File: src/rtl/cn_pkg.sv
package cn_pkg;
  localparam int unsigned SYNC_STAGES = 2;
endpackage

File: src/rtl/cn_sync.sv
module cn_sync #(
  parameter int unsigned W = 8,
  parameter int unsigned DEPTH = 2
) (
  input  logic         clk,
  input  logic         rst,
  input  logic [W-1:0] d,
  output logic [W-1:0] q
);
  logic [W-1:0] stage [DEPTH];
  for (genvar s = 0; s < DEPTH; s++) begin : g_stage
    always_ff @(posedge clk) begin
      if (rst) stage[s] <= '0;
      else if (s == 0) stage[s] <= d;
      else stage[s] <= stage[(s == 0) ? 0 : s-1];
    end
  end
  assign q = stage[DEPTH-1];
endmodule

File: src/rtl/cn_pads.sv
module cn_pads #(
  parameter int unsigned W = 8
) (
  input  logic         clk,
  input  logic         rst,
  input  logic [W-1:0] pu_en,
  input  logic [W-1:0] pd_en,
  input  logic [W-1:0] dir_out,
  output logic [W-1:0] pad_pu,
  output logic [W-1:0] pad_pd
);
  always_ff @(posedge clk) begin
    if (rst) begin
      pad_pu <= '0;
      pad_pd <= '0;
    end else begin
      pad_pu <= pu_en & ~dir_out;
      pad_pd <= pd_en;
    end
  end
endmodule

File: src/rtl/cn_detect.sv
module cn_detect #(
  parameter int unsigned W = 8
) (
  input  logic         clk,
  input  logic         rst,
  input  logic [W-1:0] pin_sync,
  input  logic [W-1:0] pin_raw,
  input  logic [W-1:0] en,
  input  logic [W-1:0] clr_mask,
  input  logic         sleep,
  output logic [W-1:0] pend,
  output logic         irq,
  output logic         wake
);
  logic [W-1:0] ref_q;
  logic [W-1:0] armed_q;
  logic [W-1:0] hit;
  logic [W-1:0] pend_d;

  assign hit    = en & armed_q & (pin_sync ^ ref_q);
  assign pend_d = (pend & ~clr_mask) | hit;

  always_ff @(posedge clk) begin
    if (rst) begin
      ref_q   <= '0;
      armed_q <= '0;
      pend    <= '0;
      irq     <= 1'b0;
    end else begin
      ref_q   <= pin_sync;
      armed_q <= en;
      pend    <= pend_d;
      irq     <= |pend_d;
    end
  end

  assign wake = sleep & (|(en & armed_q & (pin_raw ^ ref_q)));
endmodule

File: src/rtl/cn_unit.sv
module cn_unit #(
  parameter int unsigned N = 8
) (
  input  logic         clk,
  input  logic         rst,
  input  logic [N-1:0] pin_in,
  input  logic [N-1:0] en,
  input  logic [N-1:0] pu_en,
  input  logic [N-1:0] pd_en,
  input  logic [N-1:0] dir_out,
  input  logic [N-1:0] clr_mask,
  input  logic         sleep,
  output logic [N-1:0] pend,
  output logic         irq,
  output logic         wake,
  output logic [N-1:0] pad_pu,
  output logic [N-1:0] pad_pd
);
  logic [N-1:0] pin_sync;

  cn_sync #(.W(N), .DEPTH(cn_pkg::SYNC_STAGES)) u_sync (
    .clk(clk), .rst(rst), .d(pin_in), .q(pin_sync)
  );

  cn_detect #(.W(N)) u_det (
    .clk(clk), .rst(rst), .pin_sync(pin_sync), .pin_raw(pin_in),
    .en(en), .clr_mask(clr_mask), .sleep(sleep),
    .pend(pend), .irq(irq), .wake(wake)
  );

  cn_pads #(.W(N)) u_pads (
    .clk(clk), .rst(rst), .pu_en(pu_en), .pd_en(pd_en),
    .dir_out(dir_out), .pad_pu(pad_pu), .pad_pd(pad_pd)
  );
endmodule

File: config.mk
export PLATFORM = sky130hd
export DESIGN_NAME = cn_unit
export DESIGN_NICKNAME = d
export VERILOG_FILES = /design/src/rtl/cn_pkg.sv /design/src/rtl/cn_sync.sv /design/src/rtl/cn_pads.sv /design/src/rtl/cn_detect.sv /design/src/rtl/cn_unit.sv
export SDC_FILE = /design/constraint.sdc
export NUM_CORES = 1
export LEC_CHECK = 0
export BUFFER_PORTS_ARGS = -buffer_cell sky130_fd_sc_hd__buf_2
export CORE_MARGIN = 1.5
export CORE_UTILIZATION = 35
export DETAILED_ROUTE_END_ITERATION = 12
export PLACE_DENSITY = 0.73
export SKIP_LAST_GASP = 1
export SLEW_MARGIN = 20
export SYNTH_ARGS = -nofsm -noshare
export SYNTH_HDL_FRONTEND = slang
export SYNTH_SLANG_ARGS = --single-unit
File: constraint.sdc
create_clock -name clk -period 1.7 [get_ports clk]
set_clock_uncertainty 0.15 [all_clocks]
set_input_delay 0.255 -clock clk [delete_from_list [all_inputs] [get_ports clk]]
set_output_delay 0.255 -clock clk [all_outputs]
set_load 0.005 [all_outputs]
-- Word-level counts from Yosys, hierarchy flattened
Memories as Yosys holds them, arrays and structs flattened.
Cells that the tools add are included.
W data, S select, Z words.
- memory bits (read-only): 0
- output and inout bits: 26
- memories: 1
- latch bits: 0
- RAM bits: 16
- logic and storage cells: 27
- flip-flop bits (word level): 41
- bits of input ports: 51
- bitwise gates (word level): 13
- add/subtract/negate cells: 0
- reduce and logical (&&, ||, !) cells: 2
- multiply operators: 0
- equality and inequality tests: 0
- div/mod/pow operators: 0
- mux-type cells: 5
- shift operators: 0
- magnitude comparators: 0
- memories (memory ; words ; bits a word ; read ports ; clocked after memory_dff ; write ports ; RTL line ; source):
    u_sync.stage ; 2 ; 8 ; 2 ; 0 ; 2 ; cn_sync.sv:10 ; logic [W-1:0] stage [DEPTH];
- operators with widths (cell ; count):
    $and A8 B8 Y8 ; 5
    $mux W8 ; 2
    $not A8 Y8 ; 2
    $reduce_or A8 Y1 ; 2
    $xor A8 B8 Y8 ; 2
    $or A8 B8 Y8 ; 1
    $mux W1 ; 3
    $or A1 B1 Y1 ; 2
    $and A1 B1 Y1 ; 1

-- Depth between registers and ports, before layout
- depth in word-level cells: 4
- mapped depth: 4
- depth with buffers taken out: 4

-- Cells and area by module
Synthesis repeated with hierarchy kept, for this count alone.
- cells, all modules: 164
- area, all modules: 1923.1 µm²
- modules (own cells, without submodules) (module ; area an instance (µm²) ; seq. area each (µm²) ; cells an instance ; instances):
    cn_detect ; 970.9 ; 500.5 ; 98 ; 1
    cn_pads ; 488.0 ; 320.3 ; 33 ; 1
    cn_sync ; 464.2 ; 320.3 ; 33 ; 1

-- Worst setup path after synthesis
OpenSTA, ideal clock, no wires.
- path type: register to output
- start: register u_det.ref_q[4]
- end: output port wake
- arrival: 0.866 ns
- data required time: 1.295 ns
- cell stages (with the launch flop): 5
- setup slack: 0.429 ns
- cell sequence: dfxtp_1 xor2_1 nand3_1 nand2_1 o31a_1
- word-level cells in the longest chain between the ends: 4
- ends and longest elaborated chain (element ; RTL line ; source):
    start: declaration ; cn_detect.sv:15 ; logic [W-1:0] ref_q;
    start signal: assignment ; cn_detect.sv:30 ; ref_q <= pin_sync;
    $xor A8 B8 Y8 ; cn_detect.sv:37 ; assign wake = sleep & (|(en & armed_q & (pin_raw ^ ref_q)));
    $and A8 B8 Y8 ; cn_detect.sv:37 ;
    $reduce_or A8 Y1 ; cn_detect.sv:37 ;
    $and A1 B1 Y1 ; cn_detect.sv:37 ;
    end: declaration ; cn_unit.sv:15 ; output logic wake,
Every way passes these cells.

-- Worst setup path in the final report
- start: register u_det.ref_q[5]
- end: output port wake
Same word-level chain as after synthesis.

==> flow_summary.json <==
{
  "ys_warn_count": 0,
  "dp_slack_ps": 180,
  "power.total_mw": 2.87,
  "routed_wl_mm": 3.67,
  "setup_viol": 1,
  "clockRootBuffer": "clkbuf_8",
  "fin_cells": 339,
  "vias": 1414,
  "tightest_slew_ps": 263,
  "syn_to_final_growth_pct": 45.0,
  "rsz0062_at_grt": "yes",
  "die_w_microns": 75.4,
  "path_cells": "xor2_1, nand3_1, nand4_1, o31a_1, buf_2",
  "grt_busiest_layer": "met2",
  "ys_types": 19,
  "use_met1_pct": 15.0,
  "crit_type": "reg2out",
  "hold-worst-slack_ps": 13.8,
  "cap_violations": 0,
  "cts_tree": "done",
  "io_pins": 77,
  "ir_drop_mv": 0.481,
  "vias_per_cell": 4.17,
  "synthTopCellsByArea": "dfxtp_1, nor2b_1, xor2_1, nor3b_1, a32oi_1",
  "route.detailed.drc": 0,
  "yosysTopAreaCellShare_pct": 62.2,
  "max_stage_delay_ps": 330,
  "coreArea_sq_um": 5070,
  "nNetsFinal": 316,
  "place_congestion": 0.714,
  "fin_crit_ps": 1790,
  "antenna_found_initial": 0,
  "fmaxAchievable_mhz": 559,
  "hpwlAfterDp_mm": 2.41,
  "slew_viol_final": 0,
  "ys_ff_latch": 57,
  "syn_area_sq_um": 1840,
  "port_buffers": 76,
  "finalWorstSetupSlack_ps": -87.6,
  "ant_nets": 0,
  "final_layout_size_suffix_gt1_share_pct": 33.8,
  "grt_max_degree": 58,
  "yosys_most_used_dff": "dfxtp_1",
  "fp-row-count": 26,
  "ys_seq_area_share_pct": 62.2,
  "cts_resized": 0,
  "leakagePower_nw": 1.29,
  "start_util_pct": 36.2,
  "routedWlPerCell_microns": 10.8,
  "first_global_vias": 1288,
  "drt_iter0_drc": 28,
  "syn_nets": 217,
  "ys_async_sr_fraction_pct": 0,
  "endpoint_kind": "output port",
  "synth_edf_count": 0,
  "cts_buffer_depth": 2,
  "final_area_sq_um": 2660,
  "cts_buffers": 9,
  "cts.htree.levels": 3,
  "yosysMostFrequentCell": "dfxtp_1",
  "critPathLaunchType": "flop",
  "cts_setup_buffers": 0,
  "synthTopCellsByCount": "dfxtp_1, nor2b_1, xor2_1",
  "crit_arrival_ps": 1380,
  "drtPass1Iterations": 4,
  "met2_usage_pct": 22.6,
  "slowest_stage": "dfxtp_1",
  "fin_crit_sh_pct": 105,
  "grt_usage_pct": 13.7,
  "grt_pass1_wl_mm": 5.50,
  "power.density_nw_per_um2": 1080,
  "grt_use_met3_pct": 3.70,
  "hold_violations": 0,
  "violations": "negative setup slack",
  "cts_sinks": 57,
  "die_area_sq_um": 5690,
  "cp_max_fo": 2,
  "status": "complete, but fails checks",
  "chipHeight_microns": 75.4,
  "crit_required_ps": 1290,
  "synth_top_cell_by_area": "dfxtp_1",
  "relSlewSlack_pct": 82.4,
  "grt-ovfl-total": 0,
  "diodes": 0,
  "postSynthCellCount": 166,
  "avgSynthCellArea_sq_um": 11.1,
  "cts.reportedPaths.clkPinSlew_ps": 70,
  "nFillCells": 474,
  "placed_area_sq_um": 2300,
  "hold_class": "in2reg",
  "placed_cells": 307,
  "insertion_delay_ps": 330
}
## per-layer routing
| layer | part of all wire, % | vias up |
|---|---|---|
| li1 | - | 737 |
| met3 | 6.9 | 9 |
| met1 | 43 | 616 |
| met5 | 0 | - |
| met2 | 47 | 52 |
| met4 | 2.6 | 0 |
## path summary, 6_finish.rpt
check	start	endpoint	slack, ps	cells after the start
worst max-delay path	u_det.ref_q[5]	wake	-90	5
worst min-delay path	pin_in[5]	u_sync.stage[0][5]	10	2
worst max register to register	u_det.ref_q[1]	u_det.irq	340	4
worst min register to register	u_sync.stage[0][1]	u_sync.stage[1][1]	280	1
## per-stage QoR
step	utilization [%]	TNS, ps
after detailed placement	45.2	0
after floorplan	-	0
after global placement	45.2	0
final	52.4	-87.6
after CTS	52.4	-148
after global routing	52.4	-162
## power by group
| part | internal, mW | switching [mW] | total [mW] |
|---|---|---|---|
| clock | 0.744 | 0.489 | 1.23 |
| sequential | 1.39 | 0.0194 | 1.41 |
| combinational | 0.137 | 0.0868 | 0.224 |
| total | 2.27 | 0.595 | 2.87 |
## flip-flops by register name, summed over array words and instances (netlist names)
signal and cells:
u_det.pend 8, u_det.irq 1, u_pads.pad_pd 8, u_sync.stage 16, u_det.ref_q 8, u_det.armed_q 8
u_pads.pad_pu 8
## cells by family after synthesis
group	after synthesis	synth area share, %
AND/OR/NAND/NOR	68	21.9
flip-flops	57	62.2
XOR/XNOR	16	7.63
buffers and inverters	14	3.14
AO/OA/AOI/OAI	11	5.18
## worst max-delay path: cells and delay by family (launching register included)
| kind | cells | cell delay, ps |
|---|---|---|
| flip-flops | 1 | 330 |
| AND/OR/NAND/NOR | 2 | 190 |
| AO/OA/AOI/OAI | 1 | 260 |
| XOR/XNOR | 1 | 160 |
| buffers and inverters | 1 | 130 |
## cells in the final DEF (no fill, tap or decap)
cell type,count
xor2_1,12
a32oi_1,6
o31a_1,1
inv_1,8
nor2b_1,39
nand2_1,3
buf_2,76
clkbuf_1,1
nor3b_1,8
nor2_1,8
o21ba_1,1
buf_12,1
a2bb2oi_1,2
clkbuf_8,11
o22ai_1,1
xnor2_1,4
bufinv_16,1
clkinv_2,2
nand4_1,3
dfxtp_1,57
and2b_1,1
nand3_1,6
dlygate4sd3_1,17
## what timing repair did
action                                  4_1_cts  5_1_grt
pin swaps                                     1        1
endpoints found under the setup margin        1        1
endpoints found under the hold margin        17        0
hold buffers                                 17        0
## area by class of cell
type | instances | area (sq um) | area share [%]
clock inverters | 3 | 40.0 | 1.50
inverters | 8 | 30.0 | 1.13
multi-input cells | 95 | 637 | 23.9
repair buffers | 94 | 571 | 21.4
well taps | 70 | 87.6 | 3.29
clock buffers | 12 | 155 | 5.83
flip-flops and latches | 57 | 1140 | 42.9
Note: power is estimated with default switching activity, not from simulation.
